File: src/rtl/pat_lock_pkg.sv
package pat_lock_pkg;
  localparam int STATE_W = 3;

  typedef enum logic [STATE_W-1:0] {
    LK_NONE  = 3'd0,
    LK_ONE   = 3'd1,
    LK_OZ    = 3'd2,
    LK_OZO   = 3'd3,
    LK_FULL  = 3'd4
  } lk_state_e;
endpackage

File: src/rtl/pat_lock_next.sv
module pat_lock_next
  import pat_lock_pkg::*;
(
  input  lk_state_e cur_i,
  input  logic      take_i,
  input  logic      bit_i,
  output lk_state_e nxt_o
);
  always_comb begin
    nxt_o = cur_i;
    if (take_i) begin
      unique case (cur_i)
        LK_NONE: nxt_o = bit_i ? LK_ONE : LK_NONE;
        LK_ONE:  nxt_o = bit_i ? LK_ONE : LK_OZ;
        LK_OZ:   nxt_o = bit_i ? LK_OZO : LK_NONE;
        LK_OZO:  nxt_o = bit_i ? LK_FULL : LK_OZ;
        LK_FULL: nxt_o = bit_i ? LK_ONE : LK_OZ;
        default: nxt_o = LK_NONE;
      endcase
    end
  end
endmodule

File: src/rtl/pat_lock_reg.sv
module pat_lock_reg
  import pat_lock_pkg::*;
(
  input  logic      clk,
  input  logic      rst,
  input  lk_state_e nxt_i,
  output lk_state_e cur_o,
  output logic      ready_o
);
  always_ff @(posedge clk) begin
    if (rst) begin
      cur_o   <= LK_NONE;
      ready_o <= 1'b0;
    end else begin
      cur_o   <= nxt_i;
      ready_o <= 1'b1;
    end
  end
endmodule

File: src/rtl/pat_lock_out.sv
module pat_lock_out
  import pat_lock_pkg::*;
(
  input  lk_state_e cur_i,
  output logic      unlock_o,
  output logic [STATE_W-1:0] code_o
);
  always_comb begin
    unlock_o = (cur_i == LK_FULL);
    code_o   = cur_i;
  end
endmodule

File: src/rtl/pat_lock.sv
module pat_lock
  import pat_lock_pkg::*;
(
  input  logic clk,
  input  logic rst,
  input  logic in_bit_i,
  input  logic in_valid_i,
  output logic in_ready_o,
  output logic unlock_o,
  output logic [2:0] state_o
);
  lk_state_e cur;
  lk_state_e nxt;
  logic      take;

  assign take = in_valid_i & in_ready_o;

  pat_lock_next u_next (
    .cur_i (cur),
    .take_i(take),
    .bit_i (in_bit_i),
    .nxt_o (nxt)
  );

  pat_lock_reg u_reg (
    .clk    (clk),
    .rst    (rst),
    .nxt_i  (nxt),
    .cur_o  (cur),
    .ready_o(in_ready_o)
  );

  pat_lock_out u_out (
    .cur_i   (cur),
    .unlock_o(unlock_o),
    .code_o  (state_o)
  );
endmodule

File: config.mk
export PLATFORM = sky130hd
export DESIGN_NAME = pat_lock
export DESIGN_NICKNAME = d
export VERILOG_FILES = /design/src/rtl/pat_lock_pkg.sv /design/src/rtl/pat_lock_next.sv /design/src/rtl/pat_lock_reg.sv /design/src/rtl/pat_lock_out.sv /design/src/rtl/pat_lock.sv
export SDC_FILE = /design/constraint.sdc
export NUM_CORES = 1
export LEC_CHECK = 0
export BUFFER_PORTS_ARGS = -buffer_cell sky130_fd_sc_hd__buf_4
export CORE_AREA = 2 2 39 41
export CTS_BUF_LIST = sky130_fd_sc_hd__clkbuf_2 sky130_fd_sc_hd__clkbuf_4 sky130_fd_sc_hd__clkbuf_8
export DETAILED_ROUTE_END_ITERATION = 10
export DIE_AREA = 0 0 41 43
export GPL_TIMING_DRIVEN = 0
export PLACE_DENSITY = 0.31
export RECOVER_POWER = 100
export SLEW_MARGIN = 5
export SYNTH_ARGS = -nofsm -noshare
export SYNTH_HDL_FRONTEND = slang
export SYNTH_SLANG_ARGS = --single-unit
File: constraint.sdc
create_clock -name clk -period 1.8 [get_ports clk]
set_clock_uncertainty 0.1 [all_clocks]
set_input_delay 0.09 -clock clk [delete_from_list [all_inputs] [get_ports clk]]
set_output_delay 0.09 -clock clk [all_outputs]
set_load 0.02 [all_outputs]
======== Word-level counts from Yosys, hierarchy flattened ========
Index checks and enable logic that the tools add are counted.
storage, ports and cells
  bits in registers ....................... 4
  bits in latches ......................... 0
  memory bits (writable) .................. 0
  bits in read-only memories .............. 0
  input bits .............................. 4
  output and inout port bits .............. 5
  memories kept ........................... 0
cells by class
  add/subtract/negate cells ............... 0
  multipliers ............................. 0
  divide/modulo/power cells ............... 0
  order comparisons ....................... 0
  eq/ne operators ......................... 4
  shift-type cells ........................ 0
  multiplexer cells ....................... 6
  bitwise logic cells ..................... 1
  reductions and logical operators ........ 2
operators by type and width
  cell                                                              number
  3-bit case mux with 4 select lines                                1
  3-bit by 2-bit == test with 1-bit output (second input constant)  2
  2-bit 2-to-1 mux                                                  2
  3-bit by 1-bit == test with 1-bit output (second input constant)  1
  3-bit == test (second input constant)                             1
  3-bit zero test                                                   1
  3-bit 2-to-1 mux                                                  1
  1-bit 2-to-1 mux                                                  2
  2-bit OR reduction                                                1
  1-bit bitwise AND                                                 1

======== Depth between registers and ports, before layout ========
Gate-level depths: netlist (run 1).
  depth after elaboration ................. 3
  depth in mapped cells ................... 3
  mapped depth without buffers ............ 3

======== Modules after synthesis ========
A second synthesis (run 1) with hierarchy kept.
unflattened totals
  cell total of the unflattened synthesis .. 29
  area, all modules ....................... 249.0 um^2
by module, submodules not included
  module         times used  cells an instance  area each (um^2)  sequential area each (um^2)
  pat_lock_next  1           16                 105.1             0.0
  pat_lock_reg   1           8                  102.6             80.1
  pat_lock_out   1           4                  35.0              0.0
  pat_lock       1           1                  6.3               0.0

======== Worst setup path before layout (run 1) ========
Ideal clock, no wire load.
  kind .................................... reg2reg
  start ................................... register u_reg.cur_o[2]
  end ..................................... register u_reg.cur_o[1]
  setup time .............................. 0.070 ns
  data arrival time ....................... 1.462 ns
  path slack .............................. 0.169 ns
  cell stages (with the launch flop) ...... 4
  path buffers ............................ 0
  cells stage by stage .................... dfxtp_1 -> nor3b_1 -> o2111ai_1 -> a21oi_1
between the ends
  cells in the longest elaborated chain, start to end .. 3
ends and longest elaborated chain
  item                                line                 RTL
  from (decl)                         pat_lock_reg.sv:7    output lk_state_e cur_o,
  from (signal assigned)              pat_lock_reg.sv:15   cur_o <= nxt_i;
  3-bit == test                       --
  named net unlock_o                  pat_lock.sv:9        output logic unlock_o,
  2-bit OR reduction (no line)        --
  3-bit case mux with 4 select lines  pat_lock_next.sv:12  unique case (cur_i)
The timed path passes the listed nets, and every way through them passes these cells.
A chain may end at the register's enable or synchronous reset.

======== Worst setup path in the final report (run 1) ========
  start ................................... register u_reg.cur_o[2]
  end ..................................... output port unlock_o
between the ends
  cells in the longest elaborated chain, start to end .. 1
ends and longest elaborated chain
  item           line               RTL
  3-bit == test  pat_lock_out.sv:9  unlock_o = (cur_i == LK_FULL);
  to (decl)      pat_lock.sv:9
Every way passes these cells.

==> results of run 1 <==
## placed cells by master, fill, tap and decap left out, types with 2 or more instances in the layout
cell type / netlist / layout
a21oi_1: 2 / 2
nand2_1: 3 / 4
dfxtp_1: 4 / 4
clkbuf_1: 0 / 6
clkbuf_4: 0 / 3
nor3b_1: 2 / 2
inv_1: 2 / 2
or4_1: 2 / 2
buf_4: 0 / 2
## per-stage QoR
stage | area (um^2) | instances | setup slack [ns] | hold WS [ns] | power [mW]
3_3_place_gp | 263 | 45 | 0.557 | 0.182 | 0.124
2_1_floorplan | 183 | 21 | 0.169 | 0.0465 | 0.110
5_1_grt | 270 | 49 | 0.331 | 0.0661 | 0.244
4_1_cts | 295 | 49 | 0.438 | 0.0443 | 0.240
3_5_place_dp | 263 | 45 | 0.562 | 0.182 | 0.124
6_report | 270 | 49 | 0.398 | 0.0524 | 0.228
## state kept, by name (all words and copies together), names as in the netlist
name and count:
u_reg.cur_o 3, u_reg.ready_o 1
## tightest hold or removal path, delay by kind of cell
kind / cells / cell delay, ns
buffers and inverters: 1 / 0.11
AOI/OAI and AO/OA: 2 / 0.12
## layer usage
layer,wire (um),vias up,track usage
met2,173,7,0.0563
met3,48,2,0.0157
met1,220,80,0.0772
met4,10,0,0.120
li1,-,103,-
met5,0,-,0
## layout make-up
type,count,share of cell area
multi-input combinational,15,0.343
sequential,4,0.296
timing repair buffer,9,0.176
clock buffer,3,0.0833
tap,16,0.0741
inverter,2,0.0278
## what timing repair did
action                    4_1_cts  5_1_grt
buffers inserted                0        0
hold endpoints to repair        4        0
gates resized for setup         0        0
hold buffers                    1        0
## cells by family (layout without fill, tap and decap cells)
kind of cell	Yosys count	after routing
flip-flops	4	4
AO/OA/AOI/OAI	6	6
buffers and inverters	2	14
AND/OR/NAND/NOR	9	9
## path summary, 6_finish.rpt
kind / endpoint / slack, ns / depth (start not counted)
hold reg to reg: u_reg.cur_o[1]$_SDFFE_PP0P_ / 0.42 / 2
hold / removal: u_reg.cur_o[1]$_SDFFE_PP0P_ / 0.05 / 3
setup reg to reg: u_reg.cur_o[2]$_SDFFE_PP0P_ / 0.54 / 3
setup / recovery: unlock_o / 0.40 / 2
## power by group through the flow
stage	Clock, mW	Combinational [mW]	Sequential, mW
after global placement	0	0.0255	0.0983
after CTS	0.116	0.0273	0.0967
after floorplan	0	0.00834	0.101
after detailed placement	0	0.0255	0.0981
final	0.108	0.0230	0.0966
after global routing	0.121	0.0259	0.0970
==> impl_metrics.tcl, run 1 <==
set metrics [dict create \
    status "completed" \
    cp-end-kind "output port" \
    fin_util 0.195 \
    tightest_slew_ns 0.268 \
    p_per_area_nw_per_um2 843 \
    area.growth.synth_to_final_pct 47.9 \
    crit_start "u_reg.cur_o[2]$_SDFFE_PP0P_" \
    synth_xor_area_frac 0 \
    grt_pass1_wl_um 655 \
    finalSetupViolations 0 \
    crit_slowest_cell "dfxtp_1" \
    period_share 0.779 \
    port_buffers 8 \
    sw_frac_of_total 0.223 \
    root_buffer "clkbuf_4" \
    cap_violations 0 \
    synth_top_area_frac 0.438 \
    yosys.cell_types.count 12 \
    synthTopCellsByCount "4 x dfxtp_1, 3 x nand2_1" \
    yosysSeqAreaShare 0.438 \
    gp_congestion 0.730 \
    synth.mux.area_fraction 0 \
    ys.flop_type "dfxtp_1" \
    yosysMostFrequentCell "dfxtp_1" \
    synth_compound_area_frac 0.226 \
    crit_fanout 8 \
    synth_cells 21 \
    setup.worst_path.start_class "register" \
    antenna_found_initial 0 \
    synthesis.area_per_instance_um2 8.70 \
    finalCriticalPeriod_ns 1.40 \
    drive_gt1_frac 0.152 \
    synthArstFlopShare 0 \
    multi_input_area_um2 92.6 \
    finalWirelength_um 452 \
    worstHoldPathType "primary input to register" \
    insertion_delay_ns 0.23 \
    drtIter0Drc 1 \
    drt_first_pass_iters 2 \
    cp_num_buf_inv 1 \
    cp.required_ns 1.61 \
    synth_top_family_by_area "simple AND/OR/NAND/NOR gates" \
    hold_violations 0 \
    grt_pass1_vias 165 \
    max-vdd-ir-drop_mv 0.300 \
    ys_warn_count 0 \
    yosysTopAreaCell "dfxtp_1" \
    h-tree-depth 1 \
    start_util 0.132 \
    syn-num-nets 25 \
    num_io_pins 9 \
    synthAdderAreaFrac 0 \
    path_delay_family "flip-flops" \
    fin_setup_tns_ns 0 \
    grt-ovfl-total 0 \
    cpPeakStageDelay_ns 0.44 \
    p_int_mw 0.177 \
    clk_pin_slew_ns 0.04 \
    synth-edff-count 0 \
    seq_area_um2 80.1 \
    crit_chain "nor3b_1, clkbuf_1" \
    vias 192 \
    hp-start "in_valid_i" \
    layout.nets 39 \
    pwr-share-clk 0.475 \
    coreArea_um2 1380 \
    synth_area_um2 183 \
    crit_type "register to output port" \
    drc 0 \
    pwr-share-comb 0.101 \
    grt_use_total 0.0633 \
    seq_power_share 0.424 \
    wl_per_cell_um 9.22 \
    rows 14 \
    n_fill_cell 154 \
    ys_ff_latch 4 \
    p_sw_mw 0.0508 \
    dieArea_um2 1760 \
    rsz0062_at_grt "no" \
    cts.sinks 4 \
    max_freq_mhz 713 \
    tritoncts "built" \
    clock_path_buffers 2 \
    timing.slew.headroom 0.822 \
    yosys-top-cells-area "dfxtp_1 44%, nor3b_1 8.2%, or4_1 8.2%" \
    antenna_cells 0 \
    die_x_um 41 \
    antenna_left 0 \
    grt_max_degree 9 \
    p_leak_nw 0.0983 \
    rr_startpoint "u_reg.ready_o$_DFF_P_" \
    crit_arrival_ns 1.21 \
    synth-simple-area-share 0.295 \
    die_y_um 43 \
    vias_per_cell 3.92 \
    cts_made_buffers 3 \
    timing_max_transition_violations_final 0 \
]
Note: power is estimated with default switching activity, not from simulation.
==> inputs of run 2 (changes only) <==
- clock period: 1.8 -> 1.4 ns (I/O delays scaled with it)
==> impl_metrics.tcl, run 2 (synthesis results as in run 1) <==
set metrics [dict create \
    status "completed" \
    port_buffers 8 \
    regToRegEndpoint "u_reg.cur_o[0]$_SDFFE_PP0P_" \
    final_common_cell "clkbuf_1" \
    setup.worst_path.start_class "register" \
    hold_buffers 1 \
    fin_setup_tns_ns 0 \
    largestRegisters "u_reg.cur_o x3, u_reg.ready_o x1" \
    wl_per_cell_um 9.65 \
    timing.slew.headroom 0.828 \
    crit_slowest_cell "dfxtp_1" \
    finalSetupViolations 0 \
    tightest_slew_ns 0.259 \
    max-vdd-ir-drop_mv 0.321 \
    coreArea_um2 1380 \
    cap_violations 0 \
    h-tree-depth 1 \
    crit_type "register to output port" \
    dieArea_um2 1760 \
    clk_pin_slew_ns 0.03 \
    drtIter0Drc 1 \
    period_share 0.905 \
    finalInstanceArea_um2 279 \
    cp_num_buf_inv 1 \
    p_leak_nw 0.106 \
    die_y_um 43 \
    root_buffer "clkbuf_4" \
    dpl-instance-area_um2 268 \
    antenna_left 0 \
    top_register "u_reg.cur_o" \
    finalWirelength_um 473 \
    num_io_pins 9 \
    timing.hold.worst_path_depth 3 \
    start_util 0.132 \
    drc 0 \
    grt-ovfl-total 0 \
    drive_gt1_frac 0.242 \
    whs_endpoint "u_reg.cur_o[1]$_SDFFE_PP0P_" \
    tritoncts "built" \
    drt_first_pass_iters 4 \
    vias_per_cell 4.02 \
    crit_fanout 8 \
    place_ws_ns 0.151 \
    timing_max_transition_violations_final 0 \
    worstHoldPathType "primary input to register" \
    clock_path_buffers 2 \
    antenna_cells 0 \
    cts.sinks 4 \
    r2r_cells 2 \
    hold_ws_ns 0.0402 \
    largest_register_ffs 3 \
    crit_arrival_ns 1.10 \
    die_x_um 41 \
    vias 197 \
    finalCriticalPeriod_ns 1.27 \
    cpPeakStageDelay_ns 0.43 \
    grt_use_total 0.0632 \
    hp-start "in_valid_i" \
    post_cts_buffers 0 \
    rr_startpoint "u_reg.cur_o[1]$_SDFFE_PP0P_" \
    crit_cells 2 \
    path_delay_family "flip-flops" \
    rows 14 \
    grt_pass1_vias 194 \
    final_cell_mix "5 x clkbuf_1, 4 x dfxtp_1, 3 x nand2_1, 3 x clkbuf_4" \
    cts_made_buffers 3 \
    layout.nets 39 \
    cp.required_ns 1.23 \
    grt_pass1_wl_um 710 \
    gp_congestion 0.700 \
    grt_max_degree 9 \
    cts_resized 0 \
    fin_ws_ns 0.134 \
    crit_chain "nor3b_2, clkbuf_2" \
    cp-end-kind "output port" \
    insertion_delay_ns 0.23 \
    p_per_area_nw_per_um2 1040 \
    r2r_slack_ns 0.15 \
    hold_violations 0 \
    area.growth.synth_to_final_pct 52.7 \
    antenna_found_initial 0 \
    rsz0062_at_grt "no" \
    max_freq_mhz 790 \
]
[run 2: worst max path at each step]
stage	startpoint	endpoint	slack [ns]
finish	u_reg.cur_o[2]$_SDFFE_PP0P_	unlock_o	0.13
global route	u_reg.ready_o$_DFF_P_	u_reg.cur_o[2]$_SDFFE_PP0P_	0.07
CTS	u_reg.cur_o[2]$_SDFFE_PP0P_	unlock_o	0.13
detailed placement	u_reg.ready_o$_DFF_P_	u_reg.cur_o[2]$_SDFFE_PP0P_	0.15
global placement	u_reg.ready_o$_DFF_P_	u_reg.cur_o[2]$_SDFFE_PP0P_	0.15
floorplan	u_reg.cur_o[2]$_SDFFE_PP0P_	u_reg.cur_o[1]$_SDFFE_PP0P_	0.01
[run 2: area by class of cell]
| class | instances | area [um^2] |
|---|---|---|
| inverters | 2 | 7.51 |
| fillers | 168 | 1100 |
| flip-flops and latches | 4 | 80.1 |
| clock buffers | 3 | 22.5 |
| repair buffers | 9 | 48.8 |
| well taps | 16 | 20.0 |
| multi-input cells | 15 | 100 |
[run 2: power by group]
| group | internal, mW | switching [mW] | total (mW) |
|---|---|---|---|
| Combinational | 0.0135 | 0.0168 | 0.0303 |
| Clock | 0.0954 | 0.0401 | 0.136 |
| Sequential | 0.119 | 0.00616 | 0.125 |
[run 2: through the flow]
stage,power (mW),std cells,utilization
after detailed placement,0.160,45,0.193
final,0.291,49,0.202
after floorplan,0.141,21,-
after global routing,0.306,49,0.202
after global placement,0.159,45,0.193
after CTS,0.304,49,0.217
[run 2: per-layer routing]
metal,global-route usage,vias to the layer above,routed length [um],share of wire
met2,0.0781,5,224,0.47
met5,0,-,0,0
met3,0.0157,0,41,0.087
met1,0.0737,88,207,0.44
li1,-,104,-,-
met4,0.0800,0,0,0
[run 2: worst min-delay path: stages]
cell and delay [ns]:
buf_4 0.12, o2111ai_1 0.06, a21oi_1 0.06
